--- src/rtl/gvc_pkg.sv ---
package gvc_pkg;
  localparam int GROUPS   = 3;
  localparam int GSIZE    = 8;
  localparam int VEC_W    = 8;
  localparam int NUM_SPEC = 2;
  localparam int IDX_W    = $clog2(GSIZE);
  localparam int GRP_W    = $clog2(GROUPS + 1);
  localparam int OP_W     = 4;
  localparam int NUM_GD   = GROUPS * GSIZE;
  localparam int NUM_ALL  = NUM_GD + NUM_SPEC;
  localparam int WIN_W    = $clog2(NUM_ALL);
  localparam int WG_W     = WIN_W - IDX_W;

  typedef enum logic [OP_W-1:0] {
    OP_NOP         = 4'd0,
    OP_GRP_RESET   = 4'd1,
    OP_CLR_ALL_REQ = 4'd2,
    OP_WR_VEC      = 4'd3,
    OP_CLR_ISR     = 4'd4,
    OP_ENABLE      = 4'd5,
    OP_SET_MASK    = 4'd6,
    OP_SPEC_MASK   = 4'd7,
    OP_SPEC_UNMASK = 4'd8
  } cmd_op_e;

  typedef struct packed {
    logic [GROUPS-1:0]   grpReset;
    logic [GROUPS-1:0]   clrAllReq;
    logic [GROUPS-1:0]   wrVec;
    logic [GROUPS-1:0]   clrIsr;
    logic [GROUPS-1:0]   enable;
    logic [GROUPS-1:0]   setMask;
    logic [NUM_SPEC-1:0] specMaskSet;
    logic [NUM_SPEC-1:0] specMaskClr;
    logic [IDX_W-1:0]    idx;
    logic [VEC_W-1:0]    data;
    logic                ack;
    logic [WIN_W-1:0]    winner;
  } strobe_t;
endpackage

--- src/rtl/gvc_control.sv ---
module gvc_control
  import gvc_pkg::*;
(
  input  logic                cmdValid,
  input  logic [OP_W-1:0]     cmdOp,
  input  logic [GRP_W-1:0]    cmdGroup,
  input  logic [IDX_W-1:0]    cmdIdx,
  input  logic [VEC_W-1:0]    cmdData,
  input  logic                intAck,
  input  logic [NUM_ALL-1:0]  pending,
  output logic                intReq,
  output strobe_t             strb
);
  logic [WIN_W-1:0]  winIdx;
  logic [GROUPS-1:0] grpSel;
  cmd_op_e           op;

  assign op     = cmd_op_e'(cmdOp);
  assign intReq = |pending;

  // lowest index wins: scan from the top so the last hit is the smallest
  always_comb begin
    winIdx = '0;
    for (int i = NUM_ALL - 1; i >= 0; i--) begin
      if (pending[i]) winIdx = WIN_W'(i);
    end
  end

  for (genvar g = 0; g < GROUPS; g++) begin : gSel
    assign grpSel[g] = cmdValid && (cmdGroup == GRP_W'(g));
  end

  always_comb begin
    strb           = '0;
    strb.idx       = cmdIdx;
    strb.data      = cmdData;
    strb.ack       = intAck && intReq;
    strb.winner    = winIdx;
    strb.grpReset  = (op == OP_GRP_RESET)   ? grpSel : '0;
    strb.clrAllReq = (op == OP_CLR_ALL_REQ) ? grpSel : '0;
    strb.wrVec     = (op == OP_WR_VEC)      ? grpSel : '0;
    strb.clrIsr    = (op == OP_CLR_ISR)     ? grpSel : '0;
    strb.enable    = (op == OP_ENABLE)      ? grpSel : '0;
    strb.setMask   = (op == OP_SET_MASK)    ? grpSel : '0;
    if (cmdValid && op == OP_SPEC_MASK)   strb.specMaskSet[cmdIdx[0]] = 1'b1;
    if (cmdValid && op == OP_SPEC_UNMASK) strb.specMaskClr[cmdIdx[0]] = 1'b1;
  end
endmodule

--- src/rtl/gvc_datapath.sv ---
module gvc_datapath
  import gvc_pkg::*;
#(
  parameter logic [VEC_W-1:0] SPEC_VEC0 = 8'hF0,
  parameter logic [VEC_W-1:0] SPEC_VEC1 = 8'hF1
) (
  input  logic                clk,
  input  logic                rstN,
  input  logic [NUM_GD-1:0]   demandIn,
  input  logic [NUM_SPEC-1:0] specialIn,
  input  strobe_t             strb,
  output logic [NUM_ALL-1:0]  pending,
  output logic [NUM_GD-1:0]   inService,
  output logic                ackValid,
  output logic [VEC_W-1:0]    ackVector
);
  localparam logic [VEC_W-1:0] SPEC_TAB [NUM_SPEC] = '{SPEC_VEC0, SPEC_VEC1};

  logic [NUM_ALL-1:0] allIn, demPrev, rise, ackHit;
  logic [GSIZE-1:0]   idxBit;
  logic [VEC_W-1:0]   grpVecSel [GROUPS];
  logic [VEC_W-1:0]   selVec;
  logic [WG_W-1:0]    winGrp;

  assign allIn  = {specialIn, demandIn};
  assign rise   = allIn & ~demPrev;
  assign ackHit = strb.ack ? (NUM_ALL'(1) << strb.winner) : '0;
  assign idxBit = GSIZE'(1) << strb.idx;
  assign winGrp = strb.winner[WIN_W-1:IDX_W];

  always_ff @(posedge clk) begin
    if (!rstN) demPrev <= '0;
    else       demPrev <= allIn;
  end

  for (genvar g = 0; g < GROUPS; g++) begin : gGrp
    logic [GSIZE-1:0] reqR, maskR, isrR;
    logic [GSIZE-1:0] gRise, gAck, clrReq, clrMask, setMaskB, clrIsrB;
    logic [VEC_W-1:0] vecMem [GSIZE];

    assign gRise    = rise[g*GSIZE +: GSIZE];
    assign gAck     = ackHit[g*GSIZE +: GSIZE];
    assign clrMask  = strb.enable[g]  ? idxBit : '0;
    assign clrReq   = (strb.clrAllReq[g] ? '1 : '0) | clrMask | gAck;
    assign setMaskB = strb.setMask[g] ? idxBit : '0;
    assign clrIsrB  = strb.clrIsr[g]  ? idxBit : '0;

    always_ff @(posedge clk) begin
      if (!rstN) begin
        reqR  <= '0;
        maskR <= '1;
        isrR  <= '0;
      end else if (strb.grpReset[g]) begin
        reqR  <= '0;
        maskR <= '1;
        isrR  <= '0;
      end else begin
        reqR  <= (reqR & ~clrReq) | gRise;
        maskR <= (maskR & ~clrMask) | setMaskB;
        isrR  <= (isrR & ~clrIsrB) | gAck;
      end
    end

    always_ff @(posedge clk) begin
      if (!rstN) begin
        for (int e = 0; e < GSIZE; e++) vecMem[e] <= '0;
      end else if (strb.wrVec[g]) begin
        vecMem[strb.idx] <= strb.data;
      end
    end

    assign pending[g*GSIZE +: GSIZE]   = reqR & ~maskR;
    assign inService[g*GSIZE +: GSIZE] = isrR;
    assign grpVecSel[g]                = vecMem[strb.winner[IDX_W-1:0]];
  end

  // special lines: fixed vectors, own mask, no in-service tracking
  logic [NUM_SPEC-1:0] specReq, specMask;
  always_ff @(posedge clk) begin
    if (!rstN) begin
      specReq  <= '0;
      specMask <= '1;
    end else begin
      specReq  <= (specReq & ~ackHit[NUM_ALL-1:NUM_GD]) | rise[NUM_ALL-1:NUM_GD];
      specMask <= (specMask & ~strb.specMaskClr) | strb.specMaskSet;
    end
  end
  assign pending[NUM_ALL-1:NUM_GD] = specReq & ~specMask;

  always_comb begin
    selVec = '0;
    for (int g = 0; g < GROUPS; g++) begin
      if (winGrp == WG_W'(g)) selVec = grpVecSel[g];
    end
    for (int s = 0; s < NUM_SPEC; s++) begin
      if (strb.winner == WIN_W'(NUM_GD + s)) selVec = SPEC_TAB[s];
    end
  end

  always_ff @(posedge clk) begin
    if (!rstN) begin
      ackValid  <= 1'b0;
      ackVector <= '0;
    end else begin
      ackValid <= strb.ack;
      if (strb.ack) ackVector <= selVec;
    end
  end
endmodule

--- src/rtl/graded_vec_ctrl.sv ---
module graded_vec_ctrl
  import gvc_pkg::*;
#(
  parameter logic [VEC_W-1:0] SPEC_VEC0 = 8'hF0,
  parameter logic [VEC_W-1:0] SPEC_VEC1 = 8'hF1
) (
  input  logic                clk,
  input  logic                rstN,
  input  logic [NUM_GD-1:0]   demandIn,
  input  logic [NUM_SPEC-1:0] specialIn,
  input  logic                cmdValid,
  input  logic [OP_W-1:0]     cmdOp,
  input  logic [GRP_W-1:0]    cmdGroup,
  input  logic [IDX_W-1:0]    cmdIdx,
  input  logic [VEC_W-1:0]    cmdData,
  input  logic                intAck,
  output logic                intReq,
  output logic                ackValid,
  output logic [VEC_W-1:0]    ackVector,
  output logic [NUM_GD-1:0]   inService
);
  strobe_t            strb;
  logic [NUM_ALL-1:0] pending;

  gvc_control uCtrl (
    .cmdValid (cmdValid),
    .cmdOp    (cmdOp),
    .cmdGroup (cmdGroup),
    .cmdIdx   (cmdIdx),
    .cmdData  (cmdData),
    .intAck   (intAck),
    .pending  (pending),
    .intReq   (intReq),
    .strb     (strb)
  );

  gvc_datapath #(.SPEC_VEC0(SPEC_VEC0), .SPEC_VEC1(SPEC_VEC1)) uData (
    .clk       (clk),
    .rstN      (rstN),
    .demandIn  (demandIn),
    .specialIn (specialIn),
    .strb      (strb),
    .pending   (pending),
    .inService (inService),
    .ackValid  (ackValid),
    .ackVector (ackVector)
  );
endmodule

--- config.mk ---
export PLATFORM = sky130hd
export DESIGN_NAME = graded_vec_ctrl
export DESIGN_NICKNAME = d
export VERILOG_FILES = /design/src/rtl/gvc_pkg.sv /design/src/rtl/gvc_control.sv /design/src/rtl/gvc_datapath.sv /design/src/rtl/graded_vec_ctrl.sv
export SDC_FILE = /design/constraint.sdc
export NUM_CORES = 1
export LEC_CHECK = 0
export BUFFER_PORTS_ARGS = -buffer_cell sky130_fd_sc_hd__buf_2
export CORE_MARGIN = 5
export CORE_UTILIZATION = 35
export CTS_BUF_LIST = sky130_fd_sc_hd__clkbuf_16
export DETAILED_ROUTE_END_ITERATION = 12
export PLACE_DENSITY = 0.62
export SYNTH_ARGS = -nofsm -noshare
export SYNTH_HDL_FRONTEND = slang
export SYNTH_HIERARCHICAL = 1
export SYNTH_SLANG_ARGS = --single-unit
--- constraint.sdc ---
create_clock -name clk -period 3.7 [get_ports clk]
set_clock_uncertainty 0.1 [all_clocks]
set_input_delay 0.185 -clock clk [delete_from_list [all_inputs] [get_ports clk]]
set_output_delay 0.185 -clock clk [all_outputs]
set_load 0.02 [all_outputs]
==> summary.txt <==
Yosys
  • FFs w/ async S/R, synth: 0%
  • Share of the synthesized area in the top cell type: 41.5%
  • Dominant register cell in the synthesized netlist: sky130_fd_sc_hd__edfxtp_1
  • Flip-flop and latch count after synthesis: 303
  • Netlist cell types: 59
  • Parity-gate share of the synthesized area counting xor and xnor cells: 0%
  • Syn_area_per_cell: 11.7 um^2
  • Synth top cells by count: 222 x sky130_fd_sc_hd__and2_1, 192 x sky130_fd_sc_hd__edfxtp_1, 121 x sky130_fd_sc_hd__nand2_1
  • Main area contributors after synthesis: sky130_fd_sc_hd__edfxtp_1 41%, sky130_fd_sc_hd__dfxtp_1 16%, sky130_fd_sc_hd__and2_1 10%
  • Cell with the most instances after synthesis: sky130_fd_sc_hd__and2_1
  • Largest area contributor in the synthesized netlist: sky130_fd_sc_hd__edfxtp_1
  • Complex-gate fraction of the synthesized area: 7.26%
  • Multiplexer share of the synthesized area: 8.38%
  • Adder-cell area share of the yosys netlist: 0%
  • Synthesis Warnings: 6
  • Number of enable-type register cells in the synthesized netlist: 192
  • Area of the mapped netlist: 0.0139 mm^2
  • Proportion of synthesized chip area in sequential cells: 57.5%
  • Main combinational cell family by area after synthesis: simple AND/OR/NAND/NOR gates
  • Post-Syn Instances: 1187
  • Post-Synthesis Net Count: 1234
  • Simple-gate portion of the synthesized area: 23.7%

GRT
  • Vias in the first global route: 9624
  • Total congestion overflow: 0
  • Largest net degree at the start of global routing: 51
  • Number of antenna violations at the first check in global routing: 0
  • Wire length of the first global-routing pass: 59.0 mm
  • All-Layer GR Usage: 17.3%

STA
  • Number of failing hold endpoints at the final stage: 0
  • Highest clock frequency the design can meet: 289 MHz
  • Max-slew headroom: 30.2%
  • Post-layout minimum cycle time: 3460 ps
  • Final critical-path share of the clock period: 93.4%
  • Unrepaired setup endpoints after global routing: no
  • Tightest Pin Transition: 1040 ps
  • Final setup violation count: 0
  • Final sum of negative setup slack: 0 ps
  • Count of pins over their slew limit: 0

Power and ir drop
  • Power per unit of standard cell area: 452 mW/mm^2
  • Worst IR Drop VDD: 0.260 mV
  • Design Power: 7350 uW
  • Leak Pwr: 0.00569 uW

Die
  • Starting density of the core: 35.1%
  • Die outline height: 209 um
  • Die Span X: 209 um
  • FP Rows: 73
  • Area of the core region: 0.0395 mm^2
  • Die area: 0.0438 mm^2
  • Ports placed on the boundary: 81

Route
  • Number of search-and-repair iterations in the first detailed-routing pass: 5
  • Number of vias after detailed routing: 9662
  • Post-route DRC violation count: 0
  • Post-Route WL: 38.5 mm
  • Average via count per standard cell: 5.27
  • Routed length per placed instance: 21.0 um
  • Post-detailed-route count of antenna-violating nets: 0
  • Initial DRC count: 947

Min path
  • Path class of the lowest-slack min-delay path: in2reg
  • Worst Hold Path Cells: 4

Cells and area
  • Number of nets in the final layout: 1331
  • Area added between synthesis and finish: 16.8%
  • Fraction of final layout cells with drive strength greater than 1: 16.7%
  • Count of non-filler cells in the finished layout: 1832
  • Count of fill cells added during filler insertion: 3727

Job
  • Max capacitance violation total: 0

Clock network
  • Clock tree from TritonCTS: built
  • Clock-pin slew on the worst setup and hold paths: 60 ps
  • Root Buffer Master: sky130_fd_sc_hd__clkbuf_16
  • Postcts setup bufs: 0
  • Clock net sink count: 303
  • Cts bufs inserted: 34
  • Number of buffers on the longest clock path: 3
  • Worst-Skew Late Latency: 520 ps
  • Deepest level of the CTS H-tree: 2

Place
  • DP Wirelength: 26.3 mm
  • Routability cong.: 0.856
  • # placed instances: 1745
  • Port-buffer cells: 80

Setup path
  • Cell with the biggest individual delay on the critical path: sky130_fd_sc_hd__mux4_2
  • Kind of end point of the critical path: flip-flop
  • Worst Path Max Fanout: 30
  • Kind of cell with the highest combined delay on the critical path: compound AO/OA/AOI/OAI gates
  • Largest stage delay on the critical path: 600 ps
  • Data arrival time of the critical path: 3760 ps
  • Critical path start-end classification: reg2reg
  • Data required time of the worst path: 4000 ps
  • Crit-path cells: nor2b_1 > inv_1 > a221oi_1 > o31ai_1 > a211oi_4 > buf_12 > mux4_2 > nor3b_1 > o21ai_0 > a22o_1
  • Cell count of the worst reg-to-reg path: 10
  • Number of cells on the critical path: 10
  • Number of buffers and inverters on the critical path: 2
  • Launching element type of the critical path: flip-flop

Status
  • Status: completed
-- stage by stage --
step                setup WS, ps  instance area [um^2]  util, %  hold slack, ps
finish                       245                 16200     41.1            23.2
global placement             381                 14900     37.7             304
CTS                          343                 16200     41.1            4.03
global route                 137                 16200     41.1            29.0
floorplan                    586                 13900        -             207
detailed placement           376                 14900     37.7             305
-- power by group --
part / internal, uW / switching [uW]
Clock: 1850 / 1320
Combinational: 156 / 240
Sequential: 3730 / 49.3
-- sequential cells by signal, summed over array words and instances (netlist names) --
signal	flops
uData/gGrp.vecMem	192
uData/demPrev	26
uData/gGrp.isrR	24
uData/gGrp.maskR	24
uData/gGrp.reqR	24
uData/ackVector	8
uData/specMask	2
uData/specReq	2
uData/ackValid	1
-- cell type report --
| cell class | count | area, um^2 | share of cell area, % |
|---|---|---|---|
| Tap cell | 525 | 657 | 4.05 |
| Antenna cell | 1 | 2.50 | 0.0154 |
| Timing Repair Buffer | 145 | 1010 | 6.21 |
| Clock buffer | 37 | 926 | 5.70 |
| Sequential cell | 303 | 7990 | 49.2 |
| Multi-Input combinational cell | 790 | 5510 | 33.9 |
| Clock inverter | 21 | 111 | 0.686 |
| Inverter | 10 | 37.5 | 0.231 |
-- final timing paths --
| check | slack, ps | from | end |
|---|---|---|---|
| worst max-delay path | 240 | uData/gGrp[2].reqR[5] | uData/ackVector[0] |
| worst max register to register | 240 | uData/gGrp[2].reqR[5] | uData/ackVector[0] |
| worst min-delay path | 20 | cmdOp[1] | uData/specMask[0] |
| worst min register to register | 360 | uData/gGrp[0].isrR[6] | uData/gGrp[0].isrR[6] |
-- tightest hold or removal path, stage by stage --
cell	delay [ps]
sky130_fd_sc_hd__buf_2	130
sky130_fd_sc_hd__nand3_1	100
sky130_fd_sc_hd__nor2_1	90
sky130_fd_sc_hd__nand3b_1	100
-- cells in the final DEF, fill, tap and decap left out, types with 5 or more instances in the layout --
master                          instances
sky130_fd_sc_hd__nand3b_1               9
sky130_fd_sc_hd__nor2_1                63
sky130_fd_sc_hd__clkinv_1               7
sky130_fd_sc_hd__nand2b_1              46
sky130_fd_sc_hd__mux4_2                40
sky130_fd_sc_hd__clkbuf_16             37
sky130_fd_sc_hd__buf_4                 33
sky130_fd_sc_hd__and2_1               222
sky130_fd_sc_hd__nor2b_1               40
sky130_fd_sc_hd__mux2i_1               14
sky130_fd_sc_hd__edfxtp_1             192
sky130_fd_sc_hd__nand3_1                8
sky130_fd_sc_hd__nor3_1                14
sky130_fd_sc_hd__a221oi_1               5
sky130_fd_sc_hd__inv_1                 20
sky130_fd_sc_hd__o21ai_0               26
sky130_fd_sc_hd__dlygate4sd3_1         28
sky130_fd_sc_hd__dfxtp_1              111
sky130_fd_sc_hd__nand2_1              121
sky130_fd_sc_hd__nand4b_1              24
sky130_fd_sc_hd__a31oi_1                5
sky130_fd_sc_hd__nor4_4                 5
sky130_fd_sc_hd__a21oi_1               63
sky130_fd_sc_hd__buf_2                 80
sky130_fd_sc_hd__a221o_1               24
-- routing by layer --
layer  vias up  wire [um]  global-route usage, %
li1       4437          -                      -
met1      4787      16800                   24.5
met2       364      17800                   27.3
met3        74       2830                   3.21
met4         0       1070                   5.20
met5         -          0                      0
-- logic make-up (layout without fill, tap and decap cells) --
kind of cell | Yosys count | after routing
other cells | 0 | 1
buf+inv | 94 | 213
flops | 303 | 303
simple gates | 574 | 574
compound gates | 155 | 155
mux | 61 | 61
-- what timing repair did --
action	4_1_cts	5_1_grt
setup endpoints to repair	0	0
resized for setup	0	0
hold buffers	28	0
endpoints found under the hold margin	54	0
Note: power is estimated with default switching activity, not from simulation.
